### config.mk
export PLATFORM = sky130hd
export DESIGN_NAME = sar_mono_ctrl
export DESIGN_NICKNAME = d
export VERILOG_FILES = /design/src/rtl/sar_mono_pkg.sv /design/src/rtl/sar_seq.sv /design/src/rtl/sar_result.sv /design/src/rtl/sar_switch_bank.sv /design/src/rtl/sar_mono_ctrl.sv
export SDC_FILE = /design/constraint.sdc
export NUM_CORES = 1
export LEC_CHECK = 0
export ABC_AREA = 1
export BUFFER_PORTS_ARGS = -buffer_cell sky130_fd_sc_hd__buf_4
export CORE_ASPECT_RATIO = 1.1
export CORE_MARGIN = 2
export CORE_UTILIZATION = 50
export DETAILED_ROUTE_END_ITERATION = 10
export MAX_ROUTING_LAYER = met4
export PLACE_DENSITY = 0.73
export SLEW_MARGIN = 20
export SYNTH_ARGS = -nofsm -noshare
export SYNTH_HDL_FRONTEND = slang
export SYNTH_HIERARCHICAL = 1
export SYNTH_SLANG_ARGS = --single-unit
### constraint.sdc
create_clock -name clk -period 3 [get_ports clk]
set_clock_uncertainty 0.1 [all_clocks]
set_input_delay 0.15 -clock clk [delete_from_list [all_inputs] [get_ports clk]]
set_output_delay 0.15 -clock clk [all_outputs]
set_load 0.01 [all_outputs]
### src/rtl/sar_mono_pkg.sv
package sar_mono_pkg;
  typedef enum logic [2:0] {
    ST_IDLE,
    ST_STROBE,
    ST_DEAD,
    ST_SETTLE,
    ST_LIFT,
    ST_RDEAD
  } sar_state_e;

  localparam int SIDE_N = 0;
  localparam int SIDE_P = 1;
endpackage

### src/rtl/sar_seq.sv
module sar_seq
  import sar_mono_pkg::*;
#(
  parameter int NBITS    = 10,
  parameter int DEAD_CYC = 1,
  localparam int IW  = $clog2(NBITS),
  localparam int NCAP = NBITS - 1,
  localparam int CIW = (NCAP > 1) ? $clog2(NCAP) : 1,
  localparam int CW  = (DEAD_CYC > 1) ? $clog2(DEAD_CYC) : 1
) (
  input  logic             clk,
  input  logic             rst_n,
  input  logic             sample_i,
  input  logic             cmp_i,
  output logic [NBITS-1:0] bit_clk_o,
  output logic             idle_o,
  output logic             start_o,
  output logic             capture_o,
  output logic [IW-1:0]    idx_o,
  output logic             rel_o,
  output logic             rel_side_o,
  output logic [CIW-1:0]   rel_cap_o,
  output logic             gnd_go_o,
  output logic             lift_o,
  output logic             reref_o
);
  sar_state_e    state_q;
  logic [IW-1:0] idx_q;
  logic [CW-1:0] cnt_q;
  logic          armed_q;
  logic          cnt_end;

  assign cnt_end    = (cnt_q == CW'(DEAD_CYC - 1));
  assign idle_o     = (state_q == ST_IDLE);
  assign start_o    = idle_o && armed_q && !sample_i;
  assign capture_o  = (state_q == ST_STROBE) && !sample_i;
  assign idx_o      = idx_q;
  assign rel_o      = capture_o && (idx_q != '0);
  assign rel_side_o = cmp_i;
  assign rel_cap_o  = CIW'(idx_q - IW'(1));
  assign gnd_go_o   = (state_q == ST_DEAD) && cnt_end && !sample_i;
  assign lift_o     = (state_q == ST_LIFT);
  assign reref_o    = (state_q == ST_RDEAD) && cnt_end;

  for (genvar k = 0; k < NBITS; k++) begin : g_strobe
    assign bit_clk_o[k] = (state_q == ST_STROBE) && (idx_q == IW'(k));
  end

  always_ff @(posedge clk or negedge rst_n) begin
    if (!rst_n) armed_q <= 1'b0;
    else if (start_o) armed_q <= 1'b0;
    else if (sample_i) armed_q <= 1'b1;
  end

  always_ff @(posedge clk or negedge rst_n) begin
    if (!rst_n) begin
      state_q <= ST_IDLE;
      idx_q   <= '0;
      cnt_q   <= '0;
    end else begin
      unique case (state_q)
        ST_IDLE: if (start_o) begin
          state_q <= ST_STROBE;
          idx_q   <= IW'(NBITS - 1);
        end
        ST_STROBE: begin
          cnt_q <= '0;
          if (sample_i || idx_q == '0) state_q <= ST_LIFT;
          else state_q <= ST_DEAD;
        end
        ST_DEAD: begin
          if (sample_i) state_q <= ST_LIFT;
          else if (cnt_end) state_q <= ST_SETTLE;
          else cnt_q <= cnt_q + CW'(1);
        end
        ST_SETTLE: begin
          if (sample_i) state_q <= ST_LIFT;
          else begin
            state_q <= ST_STROBE;
            idx_q   <= idx_q - IW'(1);
          end
        end
        ST_LIFT: begin
          state_q <= ST_RDEAD;
          cnt_q   <= '0;
        end
        ST_RDEAD: begin
          if (cnt_end) state_q <= ST_IDLE;
          else cnt_q <= cnt_q + CW'(1);
        end
        default: state_q <= ST_IDLE;
      endcase
    end
  end

  p_strobe_onehot_r3: assert property (@(posedge clk) disable iff (!rst_n)
    $onehot0(bit_clk_o));
  p_strobe_short_r3: assert property (@(posedge clk) disable iff (!rst_n)
    (|bit_clk_o) |=> !(|(bit_clk_o & $past(bit_clk_o))));
endmodule

### src/rtl/sar_result.sv
module sar_result #(
  parameter int NBITS = 10,
  localparam int IW = $clog2(NBITS)
) (
  input  logic             clk,
  input  logic             rst_n,
  input  logic             start_i,
  input  logic             capture_i,
  input  logic [IW-1:0]    idx_i,
  input  logic             cmp_i,
  output logic [NBITS-1:0] code_o,
  output logic             done_o
);
  logic [NBITS-1:0] code_q;
  logic             done_q;

  always_ff @(posedge clk or negedge rst_n) begin
    if (!rst_n) begin
      code_q <= '0;
      done_q <= 1'b0;
    end else begin
      done_q <= capture_i && (idx_i == '0);
      if (start_i) code_q <= '0;
      else if (capture_i) code_q[idx_i] <= cmp_i;
    end
  end

  assign code_o = code_q;
  assign done_o = done_q;

  p_done_single_r8: assert property (@(posedge clk) disable iff (!rst_n)
    done_q |=> !done_q);
  p_code_hold_r8: assert property (@(posedge clk) disable iff (!rst_n)
    done_q |=> $stable(code_q));
endmodule

### src/rtl/sar_switch_bank.sv
module sar_switch_bank #(
  parameter int NCAP = 9,
  parameter int SIDE = 1,
  localparam int CIW = (NCAP > 1) ? $clog2(NCAP) : 1
) (
  input  logic            clk,
  input  logic            rst_n,
  input  logic            rel_i,
  input  logic            rel_side_i,
  input  logic [CIW-1:0]  rel_cap_i,
  input  logic            gnd_go_i,
  input  logic            lift_i,
  input  logic            reref_i,
  output logic [NCAP-1:0] ref_o,
  output logic [NCAP-1:0] gnd_o
);
  logic           mine;
  logic           pend_v_q;
  logic [CIW-1:0] pend_cap_q;
  logic [NCAP-1:0] ref_q;
  logic [NCAP-1:0] gnd_q;

  assign mine = rel_i && (rel_side_i == 1'(SIDE));

  always_ff @(posedge clk or negedge rst_n) begin
    if (!rst_n) begin
      pend_v_q   <= 1'b0;
      pend_cap_q <= '0;
    end else if (lift_i) begin
      pend_v_q <= 1'b0;
    end else if (mine) begin
      pend_v_q   <= 1'b1;
      pend_cap_q <= rel_cap_i;
    end else if (gnd_go_i) begin
      pend_v_q <= 1'b0;
    end
  end

  for (genvar i = 0; i < NCAP; i++) begin : g_cap
    always_ff @(posedge clk or negedge rst_n) begin
      if (!rst_n) begin
        ref_q[i] <= 1'b1;
        gnd_q[i] <= 1'b0;
      end else begin
        if (reref_i) ref_q[i] <= 1'b1;
        else if (mine && rel_cap_i == CIW'(i)) ref_q[i] <= 1'b0;
        if (lift_i) gnd_q[i] <= 1'b0;
        else if (gnd_go_i && pend_v_q && pend_cap_q == CIW'(i)) gnd_q[i] <= 1'b1;
      end
    end

    p_no_overlap_r6: assert property (@(posedge clk) disable iff (!rst_n)
      !(ref_q[i] && gnd_q[i]));
    p_gnd_after_gap_r6: assert property (@(posedge clk) disable iff (!rst_n)
      $rose(gnd_q[i]) |-> !$past(ref_q[i]));
    p_ref_after_gap_r6: assert property (@(posedge clk) disable iff (!rst_n)
      $rose(ref_q[i]) |-> !$past(gnd_q[i]));
    p_ref_rise_restore_r7: assert property (@(posedge clk) disable iff (!rst_n)
      $rose(ref_q[i]) |-> $past(reref_i));
  end

  assign ref_o = ref_q;
  assign gnd_o = gnd_q;
endmodule

### src/rtl/sar_mono_ctrl.sv
module sar_mono_ctrl
  import sar_mono_pkg::*;
#(
  parameter int NBITS    = 10,
  parameter int DEAD_CYC = 1
) (
  input  logic               clk,
  input  logic               rst_n,
  input  logic               sample_i,
  input  logic               cmp_p_gt_i,
  output logic [NBITS-1:0]   bit_clk_o,
  output logic [NBITS-2:0]   ref_en_p_o,
  output logic [NBITS-2:0]   gnd_en_p_o,
  output logic [NBITS-2:0]   ref_en_n_o,
  output logic [NBITS-2:0]   gnd_en_n_o,
  output logic [NBITS-1:0]   code_o,
  output logic               done_o
);
  localparam int IW   = $clog2(NBITS);
  localparam int NCAP = NBITS - 1;
  localparam int CIW  = (NCAP > 1) ? $clog2(NCAP) : 1;

  logic            idle, start, capture, rel, rel_side, gnd_go, lift, reref;
  logic [IW-1:0]   idx;
  logic [CIW-1:0]  rel_cap;
  logic [1:0][NCAP-1:0] ref_bus;
  logic [1:0][NCAP-1:0] gnd_bus;

  sar_seq #(.NBITS(NBITS), .DEAD_CYC(DEAD_CYC)) u_seq (
    .clk(clk), .rst_n(rst_n), .sample_i(sample_i), .cmp_i(cmp_p_gt_i),
    .bit_clk_o(bit_clk_o), .idle_o(idle), .start_o(start),
    .capture_o(capture), .idx_o(idx), .rel_o(rel), .rel_side_o(rel_side),
    .rel_cap_o(rel_cap), .gnd_go_o(gnd_go), .lift_o(lift), .reref_o(reref)
  );

  sar_result #(.NBITS(NBITS)) u_res (
    .clk(clk), .rst_n(rst_n), .start_i(start), .capture_i(capture),
    .idx_i(idx), .cmp_i(cmp_p_gt_i), .code_o(code_o), .done_o(done_o)
  );

  for (genvar s = 0; s < 2; s++) begin : g_side
    sar_switch_bank #(.NCAP(NCAP), .SIDE(s)) u_bank (
      .clk(clk), .rst_n(rst_n), .rel_i(rel), .rel_side_i(rel_side),
      .rel_cap_i(rel_cap), .gnd_go_i(gnd_go), .lift_i(lift),
      .reref_i(reref), .ref_o(ref_bus[s]), .gnd_o(gnd_bus[s])
    );
  end

  assign ref_en_p_o = ref_bus[SIDE_P];
  assign gnd_en_p_o = gnd_bus[SIDE_P];
  assign ref_en_n_o = ref_bus[SIDE_N];
  assign gnd_en_n_o = gnd_bus[SIDE_N];

  p_sample_at_ref_r2: assert property (@(posedge clk) disable iff (!rst_n)
    (sample_i && idle) |-> ((&ref_en_p_o) && (&ref_en_n_o)
                            && !(|gnd_en_p_o) && !(|gnd_en_n_o)));
  p_done_after_lsb_r8: assert property (@(posedge clk) disable iff (!rst_n)
    done_o |-> $past(bit_clk_o[0]));
  p_one_grounding_r5: assert property (@(posedge clk) disable iff (!rst_n)
    ($countones(gnd_en_p_o) + $countones(gnd_en_n_o)) <=
    ($past($countones(gnd_en_p_o) + $countones(gnd_en_n_o)) + 1));
endmodule

Word-level counts from Yosys, hierarchy flattened:

Index checks and enable logic that the tools add are counted.

* register bits: 66
* latch bits: 0
* RAM bits: 0
* memory bits (read-only): 0
* input bits: 4
* output and inout bits: 57
* word-level logic and storage cells: 308
* memories: 0

* $add $sub $neg: 2
* $mul: 0
* div/mod/pow operators: 0
* $lt $le $gt $ge: 2
* equality and inequality tests: 43
* shifts and indexed selects: 0
* mux-type cells: 97
* bitwise operators: 3
* reduce and logical (&&, ||, !) cells: 115

Operators with widths (count)
* $mux W1: 82
* $reduce_bool A2 Y1: 39
* $eq A4 B3 Y1 const B: 16
* $logic_and A1 B1 Y1: 59
* $eq A4 B2 Y1 const B: 8
* $eq A4 B4 Y1 const B: 5
* $mux W10: 2
* $mux W3: 6
* $pmux W3 S6: 1
* $eq A4 B1 Y1 const B: 4
* $logic_not A4 Y1: 4
* $bwmux W10: 1
* $reduce_bool A3 Y1: 3
* $mux W4: 2
* $ne A2 B2 Y1 const B: 4
* $pmux W4 S2: 1
* $eq A3 B2 Y1 const B: 2
* $eq A3 B3 Y1 const B: 2
* $reduce_and A2 Y1: 3
* $reduce_and A3 Y1: 2
* $lt A4 B5 Y1 const B: 1
* $demux W1 S4: 1
* $ge A4 B1 Y1 const B: 1
* $reduce_bool A4 Y1: 1
* other kinds (10): 12

Longest topological paths before layout:

* word-level depth: 7
* mapped depth: 11
* depth with buffers taken out: 11

Cells and area by module:

Netlist, hierarchy kept.

By module, submodules not included
* sar_switch_bank at g_side[0].u_bank: instances 1, cells each 121, area each 1063.5 sq um, sequential area each 586.8 sq um
* sar_switch_bank at g_side[1].u_bank: instances 1, cells each 121, area each 1016.0 sq um, sequential area each 586.8 sq um
* sar_seq: instances 1, cells each 98, area each 665.6 sq um, sequential area each 200.2 sq um
* sar_result: instances 1, cells each 94, area each 641.9 sq um, sequential area each 275.3 sq um

Least setup slack after synthesis:

OpenSTA, ideal clock, no wires.

* path kind: flip-flop to flip-flop
* from: register u_seq.idx_q[0], in the netlist u_seq/idx_o[0]
* to: register g_side[1].u_bank.pend_cap_q[3]
* library setup time: 119 ps
* arrival time: 1872 ps
* data required time: 2781 ps
* setup slack: 909 ps
* stages on the path, launching flop included: 11
* path buffers: 1
* period minus slack after synthesis: 2091 ps
* path through: dfrtp_1 inv_1 ha_1 nand2_1 nand2_1 nor2_1 nand2_2 or2_1 buf_6 nand2_1 o21ai_2

* cells in the longest elaborated chain, start to end: 4
* elaborated cells on any way between the ends: 5
* those cells by class: add/sub (1); reduce/logical (4)

RTL lines
* start: declaration: RTL line sar_seq.sv:28 `logic [IW-1:0] idx_q;`
* start signal: assignment: RTL line sar_seq.sv:64 `idx_q <= IW'(NBITS - 1);`
* start signal: assignment: RTL line sar_seq.sv:80 `idx_q <= idx_q - IW'(1);`
* $reduce_bool A4 Y1: RTL line sar_seq.sv:38 `assign rel_o = capture_o && (idx_q != '0);`
* $logic_and A1 B1 Y1: RTL line sar_seq.sv:38
* named net rel: RTL line sar_mono_ctrl.sv:23 `logic idle, start, capture, rel, rel_side, gnd_go, lift, reref;`
* $logic_and A1 B1 Y1: RTL line sar_switch_bank.sv:23 `assign mine = rel_i && (rel_side_i == 1'(SIDE));`
* $reduce_and A2 Y1 (no line)
* end signal: assignment: RTL line sar_switch_bank.sv:33 `pend_cap_q <= rel_cap_i;`
* end: declaration: RTL line sar_switch_bank.sv:19 `logic [CIW-1:0] pend_cap_q;`

The timed path passes the listed nets, and every way through them passes these cells.
A chain may end at the register's enable or synchronous reset.

Worst setup path after layout:

* from: register u_seq.idx_q[0], in the netlist u_seq/idx_o[0]
* to: register g_side[1].u_bank.pend_cap_q[1]

The elaborated chain is that of the path after synthesis.

==> out/qor.txt <==
outcome - complete, no violations
Synth Net Count - 443
CTS sink cnt - 65
Buffers on Ports - 60
via count - 2853
post-synthesis area per instance - 7.80 um^2
period utilization - 0.791
CP max-delay cell - dfrtp_1
delay-heaviest family, CP - simple AND/OR/NAND/NOR gates
gpl congestion - 0.909
largest net degree at the start of global routing - 66
combinational share of power - 0.408
routed wire length - 7.03 mm
critical-path cell list - inv_1 -> ha_1 -> nand2_1 -> nand2_1 -> nor2_1 -> nand2_2 -> or2_1 -> nand2_1 -> o21ai_2
endpoints failing setup - 0
VDD IR max - 0.000449 V
Starting Density - 0.517
global-route wire length before repair - 12.1 mm
Worst-Margin Slew - 0.790 ns
crit end category - register
crit-path max FO - 13
Core Util, Final - 0.629
Clk pin slew, worst setup/hold paths - 0.07 ns
Die H - 90.3 um
WP data required - 3.12 ns
Max Slew Vio Count - 0
Mapped Cells - 434
vias in the first global route - 2729
Unique masters post-synth - 31
fin nets - 511
overall global routing resource usage - 0.214
worst path bufs/invs - 1
DR vias/cell - 4.84
Synth Cell Area - 3390 um^2
residual DRC count - 0
Multi-input gate area - 1360 um^2
Die Width - 82.5 um
Crit path top cell by count - nand2_1
final hold vios - 0
Routed Antenna Nets - 0
Iter 0 DRT Violations - 145
Worst setup SP type - register
Synth-to-Final Area Change - 21.8%
# placed instances - 571
switching power - 1.48 mW
number of max-cap violations - 0
filler cell count - 606
clock root cell - clkbuf_8
switching share of power - 0.434
row count - 31
synthesized flop and latch total - 65
Worst path depth - 9
PwrDens - 827 nW/um^2
leakage - 2.17 nW
Reg2Reg Depth - 9
CTS tree - yes
Rel. slew slack - 0.473
unrepaired setup endpoints after global routing - false
highest clock rate - 422 MHz
routed length per instance - 11.9 um
synth warn - 6
Internal - 1.93 mW
first-pass iteration count of the detailed router - 4
# H-tree levels - 3
Worst EP arrival - 2.49 ns
core box area - 6560 um^2
Worst-Skew Late Latency - 0.34 ns
register area - 1650 um^2
grt ovf - 0
CTS max path bufs - 2
Min Clock Period, post-route - 2.37 ns
initial antenna violation count - 0
hold depth - 4
Clock Power Share - 0.220
post-cts gate resize count - 0
Finished Layout Cells - 589
crit path kind - register to register
die area - 7450 um^2
Flop pwr share - 0.373
slowest stage delay, CP - 0.54 ns
DP HPWL - 5.24 mm
setup TNS - 0 ns
sequential area share after synthesis - 0.487
num ports - 61
diodes inserted - 0
total CTS buffers - 9
worst min-delay path class - input pin to register
share of cells above drive strength 1 - 0.260
cell type report:
type,count,area share
Sequential cell,65,0.400
Multi-Input combinational cell,275,0.330
Timing Repair Buffer,63,0.116
Inverter,88,0.0801
Clock buffer,10,0.0334
Tap cell,82,0.0249
Clock inverter,6,0.0161
registers in the layout, indices dropped and copies added, names as in the netlist:
register                  count
u_seq/armed_q                 1
u_res/code_o                 10
g_side.u_bank/pend_cap_q      8
u_seq/idx_o                   4
u_seq/state_q                 3
g_side.u_bank/gnd_o          18
g_side.u_bank/pend_v_q        2
u_res/done_o                  1
g_side.u_bank/ref_o          18
cells by family (layout without fill, tap and decap cells):
| logic type | after synthesis | in the layout | synth area share |
|---|---|---|---|
| AO/OA/AOI/OAI | 39 | 39 | 0.0724 |
| flip-flops | 65 | 65 | 0.487 |
| buffers and inverters | 94 | 167 | 0.111 |
| AND/OR/NAND/NOR | 231 | 231 | 0.311 |
| adder cells (fa/ha/maj) | 5 | 5 | 0.0185 |
placed cells by master, fill, tap and decap left out, types with 7 or more instances in the layout:
cell,count
nand2_1,123
inv_1,77
buf_4,61
dfrtp_1,47
nand3_1,39
nor2_1,36
a21oi_1,18
dfstp_2,18
clkbuf_8,10
nor3_1,10
inv_2,7
nand2_2,7
o21ai_2,7
o21ai_0,7
routing by layer:
layer	global-route usage	share of wire	vias to the layer above	routed length, um
met2	0.352	0.51	73	3580
met1	0.255	0.43	1309	2990
li1	-	-	1457	-
met4	0.0875	0.019	0	131
met5	-	0	-	0
met3	0.0380	0.047	14	331
power by group through the flow:
| stage | clock network (mW) | registers (mW) | logic [mW] |
|---|---|---|---|
| global placement | 0 | 1.28 | 1.36 |
| CTS | 0.774 | 1.27 | 1.40 |
| global route | 0.815 | 1.30 | 1.59 |
| floorplan | 0 | 1.28 | 0.997 |
| detailed placement | 0 | 1.29 | 1.39 |
| finish | 0.750 | 1.27 | 1.39 |
stage by stage:
stage                     setup WS, ns  power [mW]  hold WS [ns]  area (um^2)
after floorplan                  0.909        2.28        -0.246         3390
after global placement           0.740        2.64         0.183         3900
after detailed placement         0.645        2.67         0.189         3900
after CTS                        0.627        3.44        0.0962         4130
after global routing             0.374        3.70         0.121         4130
final                            0.628        3.41         0.117         4130
path summary, 6_finish.rpt:
path                            slack (ns)                             end                 startpoint
min in group asynchronous             0.35  g_side[0].u_bank/pend_cap_q[3]                      rst_n
worst min register to register        0.36       g_side[1].u_bank/ref_o[3]  g_side[1].u_bank/ref_o[3]
worst min-delay path                  0.12  g_side[0].u_bank/pend_cap_q[3]                 cmp_p_gt_i
worst max register to register        0.63  g_side[1].u_bank/pend_cap_q[1]             u_seq/idx_o[0]
max in group asynchronous             1.93                 u_res/code_o[5]                      rst_n
worst max-delay path                  0.63  g_side[1].u_bank/pend_cap_q[1]             u_seq/idx_o[0]
Yosys cell counts (all sizes together):
cell type | instances | area [um^2]
or2 | 1 | 6.26
o31ai | 2 | 15.0
dfrtp | 47 | 1180
o21ai | 17 | 123
nand3 | 41 | 223
nor3 | 10 | 50.1
clkbuf | 1 | 3.75
and3 | 1 | 6.26
clkinv | 4 | 15.0
dfstp | 18 | 473
buf | 5 | 42.5
nand2 | 131 | 526
inv | 84 | 315
nand4 | 1 | 6.26
nor2 | 46 | 236
ha | 5 | 62.6
a21oi | 20 | 108
repair_timing:
action | in CTS | in global routing
endpoints found under the hold margin | 48 | 0
hold buffers | 2 | 0
buffers inserted | 0 | 0
worst reg2reg max path: cells and delay by family, from the launching register on:
kind / cells / cell delay [ns]
simple gates: 6 / 1.00
flops: 1 / 0.54
fa+ha+maj: 1 / 0.29
buf+inv: 1 / 0.28
compound gates: 1 / 0.05
(Power assumes the default switching activity.)
